**src/rtl/gf_pkg.sv**
```systemverilog
package gf_pkg;
  // Default qualification: 28 cycles of a 40 MHz clock = 700 ns
  localparam int unsigned GF_QUAL_DEFAULT = 28;
  localparam int unsigned GF_SYNC_DEFAULT = 2;
  localparam int unsigned GF_RST_DEFAULT  = 2;

  function automatic int unsigned gf_cnt_width(input int unsigned qual);
    int unsigned w;
    w = 1;
    while ((1 << w) < qual) w++;
    return w;
  endfunction
endpackage

```
**src/rtl/gf_reset_sync.sv**
```systemverilog
module gf_reset_sync #(
  parameter int unsigned STAGES = gf_pkg::GF_RST_DEFAULT
) (
  input  logic clk,
  input  logic rst_n,
  output logic rst_sync_n
);
  logic [STAGES-1:0] chain_q;
  logic [STAGES-1:0] chain_d;

  always_comb begin
    chain_d = {chain_q[STAGES-2:0], 1'b1};
  end

  always_ff @(posedge clk or negedge rst_n) begin
    if (!rst_n) chain_q <= '0;
    else        chain_q <= chain_d;
  end

  assign rst_sync_n = chain_q[STAGES-1];
endmodule

```
**src/rtl/gf_sync_chain.sv**
```systemverilog
module gf_sync_chain #(
  parameter int unsigned STAGES = gf_pkg::GF_SYNC_DEFAULT
) (
  input  logic clk,
  input  logic rst_n,
  input  logic d_async,
  output logic q_sync
);
  logic [STAGES-1:0] stage_q;
  logic [STAGES-1:0] stage_d;

  generate
    genvar g;
    for (g = 0; g < STAGES; g++) begin : g_stage
      if (g == 0) begin : g_first
        assign stage_d[g] = d_async;
      end else begin : g_rest
        assign stage_d[g] = stage_q[g-1];
      end
    end
  endgenerate

  always_ff @(posedge clk or negedge rst_n) begin
    if (!rst_n) stage_q <= '0;
    else        stage_q <= stage_d;
  end

  assign q_sync = stage_q[STAGES-1];
endmodule

```
**src/rtl/gf_qual_counter.sv**
```systemverilog
module gf_qual_counter #(
  parameter int unsigned QUAL_CYCLES = gf_pkg::GF_QUAL_DEFAULT,
  localparam int unsigned CNT_W = gf_pkg::gf_cnt_width(QUAL_CYCLES),
  localparam logic [CNT_W-1:0] LAST = CNT_W'(QUAL_CYCLES - 1)
) (
  input  logic clk,
  input  logic rst_n,
  input  logic lvl_sync,
  input  logic lvl_out,
  output logic qual_done
);
  logic [CNT_W-1:0] cnt_q;
  logic [CNT_W-1:0] cnt_d;
  logic             differ;
  logic             cnt_en;

  always_comb begin
    differ    = (lvl_sync != lvl_out);
    qual_done = differ && (cnt_q == LAST);
    cnt_en    = differ || (cnt_q != '0);
    if (!differ || qual_done) cnt_d = '0;
    else                      cnt_d = cnt_q + 1'b1;
  end

  always_ff @(posedge clk or negedge rst_n) begin
    if (!rst_n)      cnt_q <= '0;
    else if (cnt_en) cnt_q <= cnt_d;
  end

  // an equal sample discards the run
  p_run_clears_r6: assert property (@(posedge clk) disable iff (!rst_n)
    (lvl_sync == lvl_out) |=> (cnt_q == '0));
  // count never exceeds the qualification window
  p_cnt_bounded_r7: assert property (@(posedge clk) disable iff (!rst_n)
    cnt_q <= LAST);
  // a completed run restarts the count
  p_done_restarts_r2: assert property (@(posedge clk) disable iff (!rst_n)
    qual_done |=> (cnt_q == '0));
endmodule

```
**src/rtl/gf_out_stage.sv**
```systemverilog
module gf_out_stage (
  input  logic clk,
  input  logic rst_n,
  input  logic qual_done,
  output logic lvl_out
);
  logic out_q;
  logic out_d;

  always_comb begin
    out_d = qual_done ? ~out_q : out_q;
  end

  always_ff @(posedge clk or negedge rst_n) begin
    if (!rst_n)         out_q <= 1'b0;
    else if (qual_done) out_q <= out_d;
  end

  assign lvl_out = out_q;

  // output moves only after the counter reports a full run
  p_change_needs_done_r7: assert property (@(posedge clk) disable iff (!rst_n)
    (out_q != $past(out_q)) |-> $past(qual_done));
endmodule

```
**src/rtl/glitch_reject_filter.sv**
```systemverilog
module glitch_reject_filter #(
  parameter int unsigned QUAL_CYCLES = gf_pkg::GF_QUAL_DEFAULT,
  parameter int unsigned SYNC_STAGES = gf_pkg::GF_SYNC_DEFAULT,
  parameter int unsigned RST_STAGES  = gf_pkg::GF_RST_DEFAULT
) (
  input  logic clk,
  input  logic rst_n,
  input  logic cmd_raw,
  output logic cmd_filt
);
  logic rst_sync_n;
  logic lvl_sync;
  logic lvl_out;
  logic qual_done;

  gf_reset_sync #(.STAGES(RST_STAGES)) u_rst (
    .clk        (clk),
    .rst_n      (rst_n),
    .rst_sync_n (rst_sync_n)
  );

  gf_sync_chain #(.STAGES(SYNC_STAGES)) u_sync (
    .clk     (clk),
    .rst_n   (rst_sync_n),
    .d_async (cmd_raw),
    .q_sync  (lvl_sync)
  );

  gf_qual_counter #(.QUAL_CYCLES(QUAL_CYCLES)) u_cnt (
    .clk       (clk),
    .rst_n     (rst_sync_n),
    .lvl_sync  (lvl_sync),
    .lvl_out   (lvl_out),
    .qual_done (qual_done)
  );

  gf_out_stage u_out (
    .clk       (clk),
    .rst_n     (rst_sync_n),
    .qual_done (qual_done),
    .lvl_out   (lvl_out)
  );

  assign cmd_filt = lvl_out;

  // input at output level keeps the output steady
  p_hold_when_equal_r7: assert property (@(posedge clk) disable iff (!rst_sync_n)
    (lvl_sync == lvl_out) |=> $stable(lvl_out));
  // reset internals force the off state
  p_off_in_reset_r1: assert property (@(posedge clk) disable iff (!rst_n)
    (!rst_sync_n) |-> !cmd_filt);
endmodule

```
**config.mk**
```make
export PLATFORM = sky130hd
export DESIGN_NAME = glitch_reject_filter
export DESIGN_NICKNAME = d
export VERILOG_FILES = /design/src/rtl/gf_pkg.sv /design/src/rtl/gf_reset_sync.sv /design/src/rtl/gf_sync_chain.sv /design/src/rtl/gf_qual_counter.sv /design/src/rtl/gf_out_stage.sv /design/src/rtl/glitch_reject_filter.sv
export SDC_FILE = /design/constraint.sdc
export NUM_CORES = 1
export LEC_CHECK = 0
export ABC_AREA = 0
export BUFFER_PORTS_ARGS = -buffer_cell sky130_fd_sc_hd__buf_2
export CAP_MARGIN = 20
export CORE_AREA = 2 2 39 41
export CTS_CLUSTER_SIZE = 16
export DETAILED_ROUTE_END_ITERATION = 8
export DIE_AREA = 0 0 41 43
export GPL_TIMING_DRIVEN = 1
export PLACE_DENSITY = 0.44
export SLEW_MARGIN = 30
export SYNTH_ARGS = -nofsm -noshare
export SYNTH_HDL_FRONTEND = slang
export SYNTH_SLANG_ARGS = --single-unit
```
**constraint.sdc**
```tcl
create_clock -name clk -period 0.8 [get_ports clk]
set_clock_uncertainty 0.15 [all_clocks]
set_input_delay 0 -clock clk [delete_from_list [all_inputs] [get_ports clk]]
set_output_delay 0 -clock clk [all_outputs]
set_load 0.01 [all_outputs]
```
After elaboration in Yosys (flattened, before gate mapping). Cells that the tools add are included.

Output and inout port bits: 1. Flip-flop bits (word level): 10. Input bits: 3. Logic and storage cells: 14.

Bitwise operators: 1. Multiplexer cells: 1. Eq/ne operators: 2. $add $sub $neg: 1. Reductions and logical operators: 5.

Operator list (number): $add 5x1->5 const B (1); $eq 5x5->1 const B (1); $mux 5 (1); $reduce_bool 5->1 (1); $logic_or 1x1->1 (2); $logic_and 1x1->1 (1); $logic_not 1->1 (1); $ne 1x1->1 (1); $not 1->1 (1).

Longest topological paths before layout.
Depth after elaboration: 4. Depth in mapped cells: 5. Mapped depth without buffers: 5.

Cells and area by module. Synthesis repeated with hierarchy kept, for this count alone.

Cell total of the unflattened synthesis: 37. Area total of the unflattened synthesis: 441.7 um^2.

By module, submodules not included: gf_qual_counter (seq. area each 125.1 um^2, cells an instance 30, instances 1, area an instance 304.0 um^2); gf_reset_sync (seq. area each 50.0 um^2, cells an instance 3, instances 1, area an instance 53.8 um^2); gf_sync_chain (seq. area each 50.0 um^2, cells an instance 2, instances 1, area an instance 50.0 um^2); gf_out_stage (seq. area each 25.0 um^2, cells an instance 2, instances 1, area an instance 33.8 um^2).

Worst setup path after synthesis. OpenSTA, ideal clock, no wires.

Path type: flip-flop to flip-flop. From: register u_cnt.cnt_q[0]. To: register u_out.out_q (netlist: u_out.lvl_out). Data required time: 522 ps. Clock period less this slack: 1338 ps. Path buffers: 0. Library setup time: 128 ps. Setup slack: -538 ps. Stages on the path, launching flop included: 4. Arrival: 1060 ps. Cell sequence: dfrtp_1 -> ha_1 -> nand4b_1 -> mux2_1.

Longest elaborated chain between the ends: 2.

Ends and longest elaborated chain: from (decl) (RTL line gf_qual_counter.sv:12) `logic [CNT_W-1:0] cnt_q;`; from (signal assigned) (RTL line gf_qual_counter.sv:27) `else if (cnt_en) cnt_q <= cnt_d;`; $eq 5x5->1 (RTL line gf_qual_counter.sv:19) `qual_done = differ && (cnt_q == LAST);`; $logic_and 1x1->1 (RTL line gf_qual_counter.sv:19); to (signal assigned) (RTL line gf_out_stage.sv:16) `else if (qual_done) out_q <= out_d;`; to (decl) (RTL line gf_out_stage.sv:7) `logic out_q;`.

Every way passes these cells. A chain may end at the register's enable or synchronous reset.

Worst setup path in the final report. Ends and elaborated chain as after synthesis.

==> metrics.cfg <==
[run_status]
outcome = finished with violations
violations = negative hold slack, negative setup slack

[synthesis]
avgSynthCellArea_um2 = 11.7
ys_ff_latch = 10
syn_area_um2 = 422
yosys_warnings = 0
ys_types = 16
synthesis.nets = 41
synth_top_area_cell = dfrtp_1
synthCells = 36
yosysTopAreaCellShare_pct = 59.3
ys_top_cells_by_area = dfrtp_1 (59%), ha_1 (5.9%), nand4b_1 (4.2%), nand3_1 (3.6%), nor4b_2 (3.6%)
ys_seq_area_share_pct = 59.3

[setup_path]
cp.arrival_ns = 1.28
cp.required_ns = 0.79
worstPathMaxFanout = 4
crit_start = u_cnt.cnt_q[0]
critPathMaxStageDelay_ns = 0.38
critical-path-slowest-cell = dfrtp_1
worstSetupEndpoint = u_out.lvl_out
r2r_slack_ns = -0.49
reg2reg_from = u_cnt.cnt_q[0]
start_kind = flip-flop
worstPathCellList = ha_2 -> nand4b_1 -> mux2_4
end_kind = flip-flop
worst-setup-path-type = reg2reg
rr_endpoint = u_out.lvl_out
reg2reg_depth = 3

[power_and_ir_drop]
cellPowerDensity_mw_per_mm2 = 2340
power_frac_comb_pct = 27.4
seqPwrFrac_pct = 43.8
p_sw_uw = 364
p_sw_share_pct = 25.1
p_total_uw = 1450
p_leak_uw = 0.000290
ir_drop_mv = 1.08
clkPwrFrac_pct = 28.9
p_int_uw = 1090

[die]
dieHeight_um = 43
die_x_um = 41
io_pins = 4
core_area_mm2 = 0.00138
num_rows = 14
die_area_mm2 = 0.00176
start_util_pct = 30.5

[timing]
layout_min_cycle_time_ns = 1.29
fin_ws_ns = -0.495
setup_viol = 7
clock.fmax_mhz = 772
hold_ws_ns = -0.0962
slew_violations = 0
finalCritPeriodShare_pct = 162
rsz0062_at_grt = yes
finalHoldViolations = 10
fin_tns_setup_ns = -2.76

[clock_network]
clock-sinks = 10
clk_latency_ns = 0.25
ctsHoldBuffers = 2
cts-root-buf = clkbuf_4
cts_buffers = 3
path_clk_slew_ns = 0.06
cts_tree = yes
htree_levels = 1
clockBufferDepth = 2

[finish]
synthToLayoutAreaGrowth_pct = 47.2
n_fill_cell = 137
diodes = 0
final_util_pct = 44.8
multi_input_area_um2 = 190
drive_gt1_share_pct = 40.7
register_area_um2 = 250
nets = 60

[placed_design]
io_buffer_count = 3
dp_hpwl_um = 595
gp_congestion = 0.704

[detailed_routing]
detail_route.drc_violations = 0
vias = 302
wl_per_cell_um = 10.5
ant_nets = 0
drt_iter0_drc = 3
wl_um = 734
firstDrtPassIters = 2
vias_per_cell = 4.31

[grt]
antenna_found_initial = 0
track_usage_pct = 11.3
grt_pass1_wl_um = 1300
grt_max_degree = 9
grt_pass1_vias = 340
overflow = 0

[run]
cap_violations = 0

[min_path]
hp-class = in2async

-- sequential cells by signal (all words and copies together), names as in the netlist --
name / cells
u_cnt.cnt_q: 5
u_out.lvl_out: 1
u_rst.chain_q: 2
u_sync.stage_q: 2
-- logic make-up after synthesis --
logic type | count (synthesis) | synth area share, %
fa+ha+maj | 2 | 5.93
buf+inv | 3 | 2.67
other cells | 1 | 0.889
flops | 10 | 59.3
xor+xnor | 2 | 4.16
mux | 1 | 2.67
simple gates | 13 | 19.6
compound gates | 4 | 4.75
-- layer usage --
layer,share of wire (%),GRT usage [%],vias to the layer above
met1,43,13.7,145
met4,0,8.00,0
met2,55,16.6,3
met3,1.6,3.14,0
met5,0,0,-
li1,-,-,154
-- layout by cell type (no fill, tap or decap), types with 2 or more instances in the layout --
| master | instances |
|---|---|
| a21oi_2 | 2 |
| buf_2 | 2 |
| buf_4 | 8 |
| buf_6 | 2 |
| clkbuf_4 | 3 |
| dfrtp_1 | 10 |
| dlygate4sd3_1 | 2 |
| inv_1 | 3 |
| nand2_1 | 3 |
| nand3_1 | 3 |
| nand4b_1 | 2 |
-- layout make-up --
type,instances,share of cell area [%]
flip-flops and latches,10,40.3
multi-input cells,23,30.6
repair buffers,14,18.1
clock buffers,4,5.85
well taps,16,3.23
inverters,3,1.81
-- synthesized netlist by cell type (all sizes together) --
| cell type | count |
|---|---|
| a21oi | 2 |
| conb | 1 |
| dfrtp | 10 |
| ha | 2 |
| inv | 3 |
| mux2 | 1 |
| nand2 | 3 |
| nand2b | 2 |
| nand3 | 3 |
| nand3b | 1 |
| nand4b | 2 |
| nor2 | 1 |
| nor4b | 1 |
| o21ai | 2 |
| xnor2 | 1 |
| xor2 | 1 |
-- per-stage QoR --
step,setup slack (ns),cell area [um2],instances,hold WS [ns]
finish,-0.495,621,70,-0.0962
global route,-0.559,621,70,-0.0936
CTS,-0.501,612,70,-0.103
detailed placement,-0.492,527,64,-0.364
global placement,-0.481,527,64,-0.367
floorplan,-0.487,424,36,-0.446
-- worst min-delay path by stage --
| stage | start | endpoint | slack [ns] | depth (start not counted) |
|---|---|---|---|---|
| floorplan | rst_n | u_rst.chain_q[0] | -0.45 | 0 |
| global placement | rst_n | u_rst.chain_q[0] | -0.37 | 1 |
| detailed placement | rst_n | u_rst.chain_q[0] | -0.36 | 1 |
| CTS | rst_n | u_rst.chain_q[0] | -0.10 | 2 |
| global route | rst_n | u_rst.chain_q[1] | -0.09 | 2 |
| finish | rst_n | u_rst.chain_q[0] | -0.1 | 2 |
-- power groups by stage --
| stage | Clock [uW] | Sequential [uW] | Combinational [uW] |
|---|---|---|---|
| floorplan | 0 | 637 | 169 |
| global placement | 0 | 636 | 310 |
| detailed placement | 0 | 642 | 324 |
| CTS | 435 | 632 | 364 |
| global route | 477 | 647 | 448 |
| finish | 419 | 635 | 397 |
-- what timing repair did --
item,in CTS,in global routing
endpoints found under the hold margin,11,2
pin swaps,2,4
setup endpoints to repair,7,7
buffers inserted,0,1
resized for setup,6,3
-- worst max-delay path: cells and delay by family, from the launching register on --
family                   cells  cell delay (ns)
flip-flops                   1             0.38
adder cells (fa/ha/maj)      1             0.19
AND/OR/NAND/NOR              1             0.13
multiplexers                 1             0.32
Power figures use the tool's default switching activity.
